File: src/rtl/pwm_ch_pkg.sv
package pwm_ch_pkg;
  typedef enum logic [1:0] {
    OC_FORCE_LO = 2'b00,
    OC_FORCE_HI = 2'b01,
    OC_PWM_LOW  = 2'b10,
    OC_PWM_HIGH = 2'b11
  } oc_mode_e;

  typedef struct packed {
    logic     one_pulse;
    logic     ch_en;
    oc_mode_e mode;
    logic     shadow_en;
    logic     fast_en;
    logic [1:0] dir;
  } ch_ctrl_t;

  localparam int CTRL_W = 8;
  localparam logic [1:0] DIR_OUT = 2'b00;
  localparam logic [1:0] LOCK_FULL = 2'd3;
endpackage

File: src/rtl/pwm_ch_ctrl.sv
module pwm_ch_ctrl
  import pwm_ch_pkg::*;
(
  input  logic              clk,
  input  logic              rst_n,
  input  logic              wr,
  input  logic [CTRL_W-1:0] wdata,
  input  logic [1:0]        lock_lvl,
  output ch_ctrl_t          ctrl
);
  ch_ctrl_t nxt;

  always_comb begin
    nxt = ctrl;
    if (wr) begin
      nxt = ch_ctrl_t'(wdata);
      if (ctrl.ch_en) nxt.dir = ctrl.dir;
      if (lock_lvl == LOCK_FULL && ctrl.dir == DIR_OUT) begin
        nxt.shadow_en = ctrl.shadow_en;
        nxt.fast_en   = ctrl.fast_en;
      end
    end
  end

  always_ff @(posedge clk or negedge rst_n) begin
    if (!rst_n) ctrl <= '0;
    else        ctrl <= nxt;
  end

  // direction frozen while enabled
  a_r7_dir_frozen: assert property (@(posedge clk) disable iff (!rst_n)
    ctrl.ch_en |=> (ctrl.dir == $past(ctrl.dir)));

  // option bits frozen under full lock on an output channel
  a_r8_lock_opts: assert property (@(posedge clk) disable iff (!rst_n)
    (lock_lvl == LOCK_FULL && ctrl.dir == DIR_OUT) |=>
      (ctrl.shadow_en == $past(ctrl.shadow_en) && ctrl.fast_en == $past(ctrl.fast_en)));
endmodule

File: src/rtl/pwm_ch_ccr.sv
module pwm_ch_ccr #(
  parameter int W = 16
) (
  input  logic         clk,
  input  logic         rst_n,
  input  logic         shadow_en,
  input  logic         wr,
  input  logic [W-1:0] wdata,
  input  logic         upd,
  output logic [W-1:0] hold_val,
  output logic [W-1:0] act_val
);
  always_ff @(posedge clk or negedge rst_n) begin
    if (!rst_n) begin
      hold_val <= '0;
      act_val  <= '0;
    end else begin
      if (wr) hold_val <= wdata;
      if (!shadow_en && wr)     act_val <= wdata;
      else if (shadow_en && upd) act_val <= hold_val;
    end
  end

  // direct write path
  a_r2_direct_write: assert property (@(posedge clk) disable iff (!rst_n)
    (wr && !shadow_en) |=> (act_val == $past(wdata)));

  // shadowed value holds without update
  a_r3_shadow_hold: assert property (@(posedge clk) disable iff (!rst_n)
    (shadow_en && !upd) |=> $stable(act_val));

  // update transfers the holding register
  a_r4_update_copy: assert property (@(posedge clk) disable iff (!rst_n)
    (shadow_en && upd) |=> (act_val == $past(hold_val)));
endmodule

File: src/rtl/pwm_ch_trig.sv
module pwm_ch_trig #(
  parameter int SYNC_STAGES = 2,
  parameter int EVT_STAGES  = 2
) (
  input  logic clk,
  input  logic rst_n,
  input  logic trig_in,
  output logic fast_edge,
  output logic trig_evt
);
  logic [SYNC_STAGES-1:0] sync_q;
  logic [EVT_STAGES-1:0]  dly_q;
  logic                   prev_q;

  for (genvar i = 0; i < SYNC_STAGES; i++) begin : g_sync
    always_ff @(posedge clk or negedge rst_n) begin
      if (!rst_n) sync_q[i] <= 1'b0;
      else        sync_q[i] <= (i == 0) ? trig_in : sync_q[(i == 0) ? 0 : i-1];
    end
  end

  always_ff @(posedge clk or negedge rst_n) begin
    if (!rst_n) prev_q <= 1'b0;
    else        prev_q <= sync_q[SYNC_STAGES-1];
  end

  assign fast_edge = sync_q[SYNC_STAGES-1] & ~prev_q;

  for (genvar j = 0; j < EVT_STAGES; j++) begin : g_dly
    always_ff @(posedge clk or negedge rst_n) begin
      if (!rst_n) dly_q[j] <= 1'b0;
      else        dly_q[j] <= (j == 0) ? fast_edge : dly_q[(j == 0) ? 0 : j-1];
    end
  end

  assign trig_evt = dly_q[EVT_STAGES-1];

  // delayed trigger is a single-cycle pulse
  a_r10_evt_pulse: assert property (@(posedge clk) disable iff (!rst_n)
    trig_evt |=> !trig_evt);
endmodule

File: src/rtl/pwm_ch_oc.sv
module pwm_ch_oc
  import pwm_ch_pkg::*;
#(
  parameter int W = 16
) (
  input  logic         clk,
  input  logic         rst_n,
  input  ch_ctrl_t     ctrl,
  input  logic [W-1:0] cnt,
  input  logic [W-1:0] cmp,
  input  logic         fast_edge,
  output logic         oc
);
  logic chan_on, is_pwm, level, force_hit;

  assign chan_on   = ctrl.ch_en && (ctrl.dir == DIR_OUT);
  assign is_pwm    = (ctrl.mode == OC_PWM_LOW) || (ctrl.mode == OC_PWM_HIGH);
  assign force_hit = ctrl.fast_en && is_pwm && fast_edge;

  always_comb begin
    unique case (ctrl.mode)
      OC_FORCE_LO: level = 1'b0;
      OC_FORCE_HI: level = 1'b1;
      OC_PWM_LOW:  level = (cnt < cmp);
      OC_PWM_HIGH: level = (cnt >= cmp);
      default:     level = 1'b0;
    endcase
  end

  always_ff @(posedge clk or negedge rst_n) begin
    if (!rst_n)        oc <= 1'b0;
    else if (!chan_on) oc <= 1'b0;
    else               oc <= force_hit | level;
  end

  // disabled or input channel drives low
  a_r6_off_low: assert property (@(posedge clk) disable iff (!rst_n)
    !chan_on |=> !oc);

  // fast trigger forces active level
  a_r9_fast_force: assert property (@(posedge clk) disable iff (!rst_n)
    (chan_on && force_hit) |=> oc);
endmodule

File: src/rtl/pwm_compare_channel.sv
module pwm_compare_channel
  import pwm_ch_pkg::*;
#(
  parameter int CNT_W       = 16,
  parameter int SYNC_STAGES = 2,
  parameter int EVT_STAGES  = 2
) (
  input  logic             clk,
  input  logic             rst_n,
  input  logic             wr_en,
  input  logic             wr_sel,
  input  logic [CNT_W-1:0] wr_data,
  input  logic             rd_sel,
  output logic [CNT_W-1:0] rd_data,
  input  logic [CNT_W-1:0] cnt_val,
  input  logic             upd_evt,
  input  logic             trig_in,
  input  logic [1:0]       lock_lvl,
  output logic             oc_out,
  output logic             trig_evt,
  output logic             cnt_halt
);
  localparam int PAD_W = CNT_W - CTRL_W;

  ch_ctrl_t         ctrl;
  logic [CNT_W-1:0] hold_val, act_val;
  logic             fast_edge, ctrl_wr, ccr_wr;

  assign ctrl_wr = wr_en && !wr_sel;
  assign ccr_wr  = wr_en &&  wr_sel;

  pwm_ch_ctrl u_ctrl (
    .clk(clk), .rst_n(rst_n), .wr(ctrl_wr), .wdata(wr_data[CTRL_W-1:0]),
    .lock_lvl(lock_lvl), .ctrl(ctrl)
  );

  pwm_ch_ccr #(.W(CNT_W)) u_ccr (
    .clk(clk), .rst_n(rst_n), .shadow_en(ctrl.shadow_en), .wr(ccr_wr),
    .wdata(wr_data), .upd(upd_evt), .hold_val(hold_val), .act_val(act_val)
  );

  pwm_ch_trig #(.SYNC_STAGES(SYNC_STAGES), .EVT_STAGES(EVT_STAGES)) u_trig (
    .clk(clk), .rst_n(rst_n), .trig_in(trig_in),
    .fast_edge(fast_edge), .trig_evt(trig_evt)
  );

  pwm_ch_oc #(.W(CNT_W)) u_oc (
    .clk(clk), .rst_n(rst_n), .ctrl(ctrl), .cnt(cnt_val), .cmp(act_val),
    .fast_edge(fast_edge), .oc(oc_out)
  );

  always_ff @(posedge clk or negedge rst_n) begin
    if (!rst_n)                                   cnt_halt <= 1'b0;
    else if (ctrl_wr)                             cnt_halt <= 1'b0;
    else if (upd_evt && ctrl.one_pulse && ctrl.ch_en) cnt_halt <= 1'b1;
  end

  always_comb begin
    if (rd_sel) rd_data = ctrl.shadow_en ? hold_val : act_val;
    else        rd_data = {{PAD_W{1'b0}}, ctrl};
  end

  // one-pulse update requests a halt
  a_r11_halt: assert property (@(posedge clk) disable iff (!rst_n)
    (upd_evt && !ctrl_wr && ctrl.one_pulse && ctrl.ch_en) |=> cnt_halt);
endmodule

File: config.mk
export PLATFORM = sky130hd
export DESIGN_NAME = pwm_compare_channel
export DESIGN_NICKNAME = d
export VERILOG_FILES = /design/src/rtl/pwm_ch_pkg.sv /design/src/rtl/pwm_ch_ctrl.sv /design/src/rtl/pwm_ch_ccr.sv /design/src/rtl/pwm_ch_trig.sv /design/src/rtl/pwm_ch_oc.sv /design/src/rtl/pwm_compare_channel.sv
export SDC_FILE = /design/constraint.sdc
export NUM_CORES = 1
export LEC_CHECK = 0
export BUFFER_PORTS_ARGS = -buffer_cell sky130_fd_sc_hd__buf_2
export CORE_ASPECT_RATIO = 1.25
export CORE_MARGIN = 2
export CORE_UTILIZATION = 40
export CTS_CLUSTER_SIZE = 30
export DETAILED_ROUTE_END_ITERATION = 10
export PLACE_DENSITY = 0.63
export SYNTH_ARGS = -nofsm -noshare
export SYNTH_HDL_FRONTEND = slang
export SYNTH_HIERARCHICAL = 1
export SYNTH_SLANG_ARGS = --single-unit
File: constraint.sdc
create_clock -name clk -period 3.4 [get_ports clk]
set_input_delay 0.51 -clock clk [delete_from_list [all_inputs] [get_ports clk]]
set_output_delay 0.51 -clock clk [all_outputs]
set_load 0.005 [all_outputs]
==> flow_metrics.py, run 1 <==
metrics = {
    "run_status": {
        "status": "completed",
    },
    "synth": {
        "avgSynthCellArea_sq_um": 12.0,
        "ys_top_cells_by_count": "mux2i_1 (64), dfrtp_1 (47), inv_1 (19)",
        "synth_warnings": 6,
        "syn_nets": 301,
        "yosysMostFrequentCell": "mux2i_1",
        "ys_seq_area_frac": 0.402,
        "yosysTopAreaCellShare": 0.402,
        "yosysTopAreaCell": "dfrtp_1",
        "synth.ff_latch_count": 47,
        "synth-main-ff-cell": "dfrtp_1",
        "yosysUniqueCellTypes": 34,
        "ys_async_sr_fraction": 1.00,
        "ys_top_cells_by_area": "dfrtp_1 (40%), mux2i_1 (22%), mux2_4 (7.2%)",
        "synth-edff-count": 0,
        "synthCells": 244,
        "synth_area_sq_um": 2920,
    },
    "floorplan": {
        "die_y_microns": 99.6,
        "core-area_sq_um": 7020,
        "initial_utilization": 0.416,
        "dieArea_sq_um": 8010,
        "rows": 34,
        "die-width_microns": 80.5,
        "io_pins": 60,
    },
    "sta": {
        "setup_viol": 0,
        "period_needed_ns": 2.35,
        "hold_violations": 0,
        "slew_violations": 0,
        "setup-tns-final_ns": 0,
        "finalClockSkew_ns": 0.00451,
        "min_period_over_period": 0.691,
        "hold_ws_ns": 0.255,
        "rsz0062_at_grt": "false",
        "max_slew.worst_pin.slew_ns": 1.03,
        "maxSlewHeadroom": 0.313,
        "clock.fmax_ghz": 0.426,
    },
    "cts": {
        "cts-resized-gates": 0,
        "clkTransAtPathRegs_ns": 0.08,
        "cts_tree": "yes",
        "clock-sinks": 47,
        "cts-root-buf": "clkbuf_8",
        "clock_latency_ns": 0.29,
        "hold_buffers": 0,
        "cts_max_level": 2,
        "cts_setup_buffers": 0,
        "cts_buffer_depth": 2,
        "cts_buffers": 5,
    },
    "placed_design": {
        "hpwl_microns": 4270,
        "placed_cell_area_sq_um": 3200,
        "port-buffer-count": 59,
        "gp_congestion": 0.726,
    },
    "layout": {
        "post-route-cell-area_sq_um": 3300,
        "antennaDiodeCount": 0,
        "areaGrowthSynthToFinish_pct": 12.9,
        "final_layout_size_suffix_gt1_frac": 0.327,
        "final_util": 0.470,
        "nets": 356,
    },
    "global_routing": {
        "grt_use_total": 0.159,
        "antenna_found_initial": 0,
        "grt_first_pass_wirelength_microns": 9980,
        "gr-total-overflow": 0,
        "grt_start_max_net_pins": 35,
        "grt_pass1_vias": 2029,
    },
    "critical_path": {
        "reg2regPathDepth": 7,
        "cp_max_fo": 34,
        "slowest_delay_ns": 1.01,
        "cp_cell_sequence": "mux2i_1 > a21oi_1 > buf_2",
        "worstReg2RegStart": "u_ccr/act_val[13]$_DFFE_PN0P_",
        "crit_start": "u_ctrl/ctrl[3]$_DFFE_PN0P_",
        "critPathCapture": "rd_data[6]",
        "cp-start-kind": "flop",
        "worstSetupEndpointType": "primary output",
        "r2r_end": "u_oc/oc$_DFF_PN0_",
        "critPathKind": "reg -> out",
        "slowest_stage": "dfrtp_2",
        "cp_top_family": "flip-flops",
        "r2r_slack_ns": 1.73,
        "crit_required_ns": 2.89,
        "cp_num_buf_inv": 1,
        "arrival_ns": 1.84,
        "cp.depth": 3,
    },
    "drt": {
        "via_per_inst": 5.02,
        "ant_nets": 0,
        "totalWireLength_microns": 5980,
        "routedWlPerCell_microns": 15.3,
        "dr.pass1.iters": 4,
        "drt_drc_violations_left": 0,
        "drt_iter0_drc": 77,
        "num_vias": 1959,
    },
    "run": {
        "drv_cap": 0,
    },
    "power_and_ir_drop": {
        "leakage_nw": 1.67,
        "power_density_nw_per_um2": 569,
        "peakVddDrop_uv": 277,
    },
    "hold_path": {
        "hold_class": "in -> async",
    },
}
## final cells by class
type	count	area (sq um)
well taps	90	113
repair buffers	60	303
inverters	19	71.3
flip-flops and latches	47	1180
fillers	685	3720
multi-input cells	166	1540
clock buffers	8	100
## power breakdown
part	total, mW	internal, mW	switching, mW
clock network	0.367	0.186	0.181
registers	0.860	0.693	0.167
logic	0.653	0.356	0.297
## through the flow
step	total power, mW	cells	setup slack [ns]
after global placement	1.51	382	1.38
final	1.88	390	1.05
after floorplan	1.34	244	1.73
after global routing	2.04	390	0.932
after detailed placement	1.53	382	1.37
after CTS	1.91	390	1.05
## worst min-delay path by stage
stage	endpoint	slack, ns	cells after the start
final	u_ccr/act_val[1]$_DFFE_PN0P_	0.26	1
after global placement	u_trig/sync_q[1]$_DFF_PN0_	0.33	0
after floorplan	cnt_halt$_DFFE_PN0P_	0.21	0
after CTS	u_ccr/act_val[2]$_DFFE_PN0P_	0.27	1
after global routing	u_ccr/act_val[1]$_DFFE_PN0P_	0.30	1
after detailed placement	u_trig/sync_q[1]$_DFF_PN0_	0.34	0
## cells in the final DEF (no fill, tap or decap), drive strengths merged
| cell | instances |
|---|---|
| a211oi | 1 |
| a21o | 2 |
| a21oi | 15 |
| a31oi | 2 |
| and2 | 1 |
| and3 | 1 |
| buf | 60 |
| clkbuf | 8 |
| dfrtp | 47 |
| ha | 16 |
| inv | 19 |
| mux2 | 24 |
| mux2i | 64 |
| nand2 | 5 |
| nand2b | 1 |
| nand3 | 1 |
| nand4 | 4 |
| nor2 | 9 |
| nor2b | 11 |
| nor3 | 1 |
| nor3b | 1 |
| nor4 | 1 |
| o2111ai | 1 |
| o21ai | 4 |
| o31ai | 1 |
## kinds of logic (layout without fill, tap and decap cells)
logic type               count (synthesis)  after routing  synth area share
AO/OA/AOI/OAI                           26             26            0.0574
multiplexers                            88             88             0.330
buffers and inverters                   31             87            0.0723
adder cells (fa/ha/maj)                 16             16            0.0685
flip-flops                              47             47             0.402
AND/OR/NAND/NOR                         36             36            0.0698
## per-layer routing
| layer | routed length [microns] | GRT usage |
|---|---|---|
| met4 | 61 | 0.0352 |
| met1 | 2790 | 0.216 |
| met5 | 0 | 0 |
| met2 | 2880 | 0.265 |
| met3 | 248 | 0.0281 |
## registers in the layout (all words and copies together) (netlist names)
signal,flops
u_ccr/act_val,16
u_trig/prev_q,1
u_ctrl/ctrl,8
cnt_halt,1
u_trig/dly_q,1
u_ccr/hold_val,16
u_trig/sync_q,2
u_oc/oc,1
u_trig/trig_evt,1
## worst reg2reg max path, cell delays in order, from the launching register on
cell       delay (ns)
dfrtp_1          0.39
inv_1            0.06
ha_1             0.30
a21oi_2          0.15
o2111ai_1        0.11
a21o_1           0.18
a211oi_2         0.22
mux2i_1          0.20
No activity file was read; power rests on OpenSTA's default activity.
==> run 2, diff against run 1 <==
- PLACE_DENSITY: 0.63 -> 0.66
- clock period: 3.4 -> 2.1 ns (I/O delays scaled with it)
==> run 2 against run 1 <==
Effect of this change: hold slack worse by 0.22 ns; final area rose by 1.7%; core utilization increased by 0.82 points; routed wire length increased by 2.0%; first-iteration DRC count decreased by 38%.
==> flow_metrics.py, run 2 (same netlist as run 1, synthesis figures left out) <==
metrics = {
    "cts": {
        "cts_buffer_depth": 2,
        "hold_buffers": 0,
        "cts_max_level": 2,
        "cts_tree": "yes",
        "clkTransAtPathRegs_ns": 0.09,
        "cts-resized-gates": 0,
        "cts_buffers": 5,
        "cts-root-buf": "clkbuf_8",
        "cts_setup_buffers": 0,
        "clock-sinks": 47,
        "clock_latency_ns": 0.30,
    },
    "floorplan": {
        "die_y_microns": 99.6,
        "initial_utilization": 0.416,
        "io_pins": 60,
        "rows": 34,
        "dieArea_sq_um": 8010,
        "core-area_sq_um": 7020,
        "die-width_microns": 80.5,
    },
    "critical_path": {
        "r2r_end": "u_oc/oc$_DFF_PN0_",
        "critPathKind": "reg -> out",
        "arrival_ns": 1.41,
        "slowest_stage": "dfrtp_2",
        "worstReg2RegStart": "u_ccr/act_val[13]$_DFFE_PN0P_",
        "worstSetupEndpointType": "primary output",
        "slowest_delay_ns": 0.39,
        "reg2regPathDepth": 7,
        "crit_required_ns": 1.78,
        "cp-start-kind": "flop",
        "cp_cell_sequence": "buf_4 > mux2i_1 > a21oi_1 > buf_2",
        "cp_max_fo": 14,
        "r2r_slack_ns": 0.40,
    },
    "sta": {
        "hold_violations": 0,
        "clock.fmax_ghz": 0.579,
        "slew_violations": 0,
        "finalClockSkew_ns": 0.00234,
        "setup_viol": 0,
        "maxSlewHeadroom": 0.561,
        "max_slew.worst_pin.slew_ns": 0.659,
        "setup-tns-final_ns": 0,
        "min_period_over_period": 0.823,
        "period_needed_ns": 1.73,
        "rsz0062_at_grt": "false",
    },
    "layout": {
        "final_layout_size_suffix_gt1_frac": 0.340,
        "nets": 362,
        "multi_input_area_sq_um": 1540,
        "fill_cells": 670,
        "reg_top3": "u_ccr/act_val x16, u_ccr/hold_val x16, u_ctrl/ctrl x8",
        "antennaDiodeCount": 0,
        "seq_area_sq_um": 1180,
        "mostFrequentLayoutCells": "mux2i_1 (64), buf_2 (59), dfrtp_1 (46), inv_1 (19), ha_1 (16)",
        "final_common_cell": "mux2i_1",
        "areaGrowthSynthToFinish_pct": 14.9,
    },
    "run": {
        "drv_cap": 0,
    },
    "placed_design": {
        "port-buffer-count": 59,
        "gp_congestion": 0.793,
        "hpwl_microns": 4520,
    },
    "global_routing": {
        "grt_use_total": 0.162,
        "antenna_found_initial": 0,
        "grt_first_pass_wirelength_microns": 9970,
        "gr-total-overflow": 0,
        "grt_pass1_vias": 2053,
        "grt_start_max_net_pins": 30,
    },
    "power_and_ir_drop": {
        "leakage_nw": 1.71,
        "peakVddDrop_uv": 451,
        "power_mw": 3.09,
        "power_density_nw_per_um2": 919,
    },
    "drt": {
        "totalWireLength_microns": 6100,
        "dr.pass1.iters": 4,
        "via_per_inst": 5.07,
        "num_vias": 2009,
        "routedWlPerCell_microns": 15.4,
        "drt_iter0_drc": 48,
        "drt_drc_violations_left": 0,
        "ant_nets": 0,
    },
    "run_status": {
        "status": "completed",
    },
    "hold_path": {
        "hold_class": "in -> async",
    },
}
==> run 2: cell count changes in the layout (fill, tap and decap cells not counted), sizes merged <==
cell,previous run,this run
buf,60,66
==> run 2: stage by stage <==
| step | cells | worst slack (ns) | hold slack [ns] | utilization | area [sq um] |
|---|---|---|---|---|---|
| final | 396 | 0.372 | 0.0329 | 0.478 | 3360 |
| after detailed placement | 388 | 0.394 | 0.342 | 0.464 | 3260 |
| after floorplan | 244 | 0.558 | 0.0194 | - | 2920 |
| after global routing | 396 | 0.281 | 0.0775 | 0.478 | 3360 |
| after CTS | 396 | 0.361 | 0.0408 | 0.478 | 3360 |
| after global placement | 388 | 0.462 | 0.333 | 0.464 | 3260 |
==> run 2: area by class of cell <==
class,instances,area share
clock buffer,8,0.0298
tap,90,0.0335
inverter,19,0.0212
multi-input combinational,166,0.458
sequential,47,0.351
timing repair buffer,66,0.107
==> run 2: report_power, final <==
group          internal [mW]  switching (mW)
logic                  0.593           0.552
clock network          0.301           0.309
registers               1.12           0.208
total                   2.02            1.07
==> run 2: routing by layer <==
metal  wire [microns]  share of wire  track usage
met4               76          0.012       0.0574
met2             3000           0.49        0.268
met5                0              0            0
met1             2770           0.45        0.213
met3              250          0.041       0.0272
==> run 2: worst max path at each step <==
stage / slack, ns / from / to
floorplan: 0.56 / u_ccr/act_val[13]$_DFFE_PN0P_ / u_oc/oc$_DFF_PN0_
global placement: 0.46 / cnt_val[13] / u_oc/oc$_DFF_PN0_
detailed placement: 0.39 / cnt_val[13] / u_oc/oc$_DFF_PN0_
CTS: 0.36 / u_ctrl/ctrl[3]$_DFFE_PN0P_ / rd_data[4]
global route: 0.28 / u_ccr/act_val[15]$_DFFE_PN0P_ / u_oc/oc$_DFF_PN0_
finish: 0.37 / u_ctrl/ctrl[3]$_DFFE_PN0P_ / rd_data[4]
==> run 2: critical path, delay by kind of cell, from the launching register on <==
family	cells	cell delay [ns]
flops	1	0.39
compound gates	1	0.09
buf+inv	2	0.42
mux	1	0.21
==> run 3, diff against run 2 <==
- clock period: 2.1 -> 1.5 ns (I/O delays scaled with it)
==> run 3 against run 2 <==
Effect of this change: the run now ends with setup timing left; sequential power rose by 37%; worst setup slack got worse by 0.45 ns; first-iteration DRC count rose by 6.3%; flip-flop and latch count did not move; clock skew rose by 0.0076 ns; count of clock-buffer cells in the layout fell by 2; non-clock buffer count rose by 26; core utilization rose by 5.6 points; via count rose by 5.8%; critical path depth did not move; global-route usage barely moved; routed wire length rose by 4.2%; largest cell class unchanged.
==> flow_metrics.py, run 3 (same netlist as run 1, synthesis figures left out) <==
metrics = {
    "run_status": {
        "status": "finished, violations left",
        "violations": "setup timing",
    },
    "cts": {
        "cts_buffers": 5,
        "clock-sinks": 47,
        "clock_latency_ns": 0.29,
        "cts-root-buf": "clkbuf_8",
        "cts_max_level": 2,
        "cts_buffer_depth": 2,
        "clkTransAtPathRegs_ns": 0.09,
        "cts_tree": "yes",
    },
    "drt": {
        "via_per_inst": 5.04,
        "num_vias": 2126,
        "drt_iter0_drc": 51,
        "ant_nets": 0,
        "drt_drc_violations_left": 0,
        "totalWireLength_microns": 6360,
        "routedWlPerCell_microns": 15.1,
        "dr.pass1.iters": 4,
    },
    "power_and_ir_drop": {
        "power_mw": 4.96,
        "power_density_nw_per_um2": 1320,
        "power_frac_seq": 0.366,
        "peakVddDrop_uv": 877,
        "clock_power_share": 0.194,
        "p_int_mw": 3.33,
        "switching_share": 0.330,
        "combinationalPowerShare": 0.440,
        "p_switching_mw": 1.64,
        "leakage_nw": 1.86,
    },
    "placed_design": {
        "placed_cell_area_sq_um": 3400,
        "dp_slack_ns": -0.0982,
        "gp_congestion": 0.771,
        "port-buffer-count": 59,
        "dp.cells": 398,
        "hpwl_microns": 4270,
    },
    "layout": {
        "final_layout_size_suffix_gt1_frac": 0.440,
        "nets": 388,
        "post-route-cell-area_sq_um": 3750,
        "multi_input_area_sq_um": 1650,
        "areaGrowthSynthToFinish_pct": 28.3,
        "seq_area_sq_um": 1180,
        "mostFrequentLayoutCells": "mux2i_1 (62), buf_2 (59), dfrtp_1 (46), buf_4 (26), inv_1 (16)",
        "antennaDiodeCount": 0,
        "fill_cells": 634,
        "final_common_cell": "mux2i_1",
        "reg_top3": "u_ccr/act_val x16, u_ccr/hold_val x16, u_ctrl/ctrl x8",
        "final_cell_count_no_fill": 422,
        "final_util": 0.534,
    },
    "run": {
        "drv_cap": 0,
    },
    "sta": {
        "clock.fmax_ghz": 0.634,
        "finalClockSkew_ns": 0.00993,
        "setup-tns-final_ns": -0.273,
        "setup_viol": 10,
        "hold_violations": 0,
        "setup_slack_ns": -0.0772,
        "max_slew.worst_pin.slew_ns": 0.338,
        "period_needed_ns": 1.58,
        "rsz0062_at_grt": "true",
        "min_period_over_period": 1.05,
        "hold_ws_ns": 0.0288,
        "slew_violations": 0,
        "maxSlewHeadroom": 0.774,
    },
    "critical_path": {
        "slowest_stage": "dfrtp_2",
        "cp-start-kind": "flop",
        "worstReg2RegStart": "u_ccr/act_val[13]$_DFFE_PN0P_",
        "cp_max_fo": 16,
        "cp_cell_sequence": "buf_12 > mux2i_2 > a21oi_1 > buf_2",
        "r2r_end": "u_oc/oc$_DFF_PN0_",
        "critPathKind": "reg -> out",
        "crit_required_ns": 1.27,
        "arrival_ns": 1.35,
        "worstSetupEndpointType": "primary output",
        "reg2regPathDepth": 6,
        "slowest_delay_ns": 0.45,
        "r2r_slack_ns": -0.03,
    },
    "global_routing": {
        "grt_use_total": 0.162,
        "antenna_found_initial": 0,
        "grt_pass1_vias": 2176,
        "grt_first_pass_wirelength_microns": 10200,
        "grt_start_max_net_pins": 48,
        "gr-total-overflow": 0,
    },
    "hold_path": {
        "holdPathEnd": "u_trig/sync_q[0]$_DFF_PN0_",
        "hp-start": "trig_in",
        "hold_class": "in -> reg",
        "hold_path_depth": 1,
    },
    "floorplan": {
        "core-area_sq_um": 7020,
        "rows": 34,
        "dieArea_sq_um": 8010,
        "die-width_microns": 80.5,
        "die_y_microns": 99.6,
        "initial_utilization": 0.416,
        "io_pins": 60,
    },
}
==> run 3: changes by cell type in the layout (fill, tap and decap cells not counted), moves of 2 or more <==
cell and change:
inv_1 -3, a21oi_1 -3, a21oi_2 +3, inv_2 +3
ha_1 -7, buf_12 +5, ha_4 +7, buf_4 +20
mux2i_1 -2, mux2i_2 +2
==> run 3: repair_timing <==
action | 4_1_cts | 5_1_grt
resized for setup | 0 | 17
pin swaps | 3 | 9
hold buffers | 1 | 0
endpoints found under the setup margin | 16 | 17
endpoints found under the hold margin | 47 | 0
buffers inserted | 7 | 8
==> run 3: worst max-delay path by stage <==
| stage | start | to | slack, ns | depth (start not counted) |
|---|---|---|---|---|
| final | u_ctrl/ctrl[3]$_DFFE_PN0P_ | rd_data[4] | -0.08 | 4 |
| after global routing | u_ccr/act_val[13]$_DFFE_PN0P_ | u_oc/oc$_DFF_PN0_ | -0.16 | 6 |
| after CTS | u_ctrl/ctrl[3]$_DFFE_PN0P_ | rd_data[6] | -0.06 | 4 |
| after detailed placement | u_ccr/act_val[13]$_DFFE_PN0P_ | u_oc/oc$_DFF_PN0_ | -0.1 | 7 |
| after global placement | u_ccr/act_val[13]$_DFFE_PN0P_ | u_oc/oc$_DFF_PN0_ | -0.04 | 7 |
| after floorplan | u_ccr/act_val[13]$_DFFE_PN0P_ | u_oc/oc$_DFF_PN0_ | 0.006 | 7 |
==> run 3: critical path: cells and delay by family (launching register included) <==
kind | cells | cell delay, ns
flip-flops | 1 | 0.45
AO/OA/AOI/OAI | 1 | 0.15
buffers and inverters | 2 | 0.31
multiplexers | 1 | 0.15
==> run 3: power by group through the flow <==
| stage | clock [mW] | combinational [mW] | sequential, mW |
|---|---|---|---|
| after global placement | 0 | 1.82 | 1.82 |
| after CTS | 0.986 | 1.94 | 1.80 |
| after floorplan | 0 | 1.23 | 1.81 |
| after global routing | 1.04 | 2.44 | 1.86 |
| after detailed placement | 0 | 1.85 | 1.83 |
| final | 0.961 | 2.18 | 1.82 |
==> run 3: routing by layer <==
metal / wire length, microns / GRT usage / vias up
met5: 0 / 0 / -
met4: 72 / 0.0313 / 0
met3: 357 / 0.0390 / 7
met2: 3150 / 0.279 / 54
met1: 2780 / 0.208 / 1032
li1: - / - / 1033
==> run 3: cell type report <==
type                    count  share of cell area
multi-input cells         166               0.440
flip-flops and latches     47               0.314
repair buffers             92               0.166
well taps                  90              0.0300
clock buffers               6              0.0220
inverters                  19              0.0190
clock inverters             2             0.00935
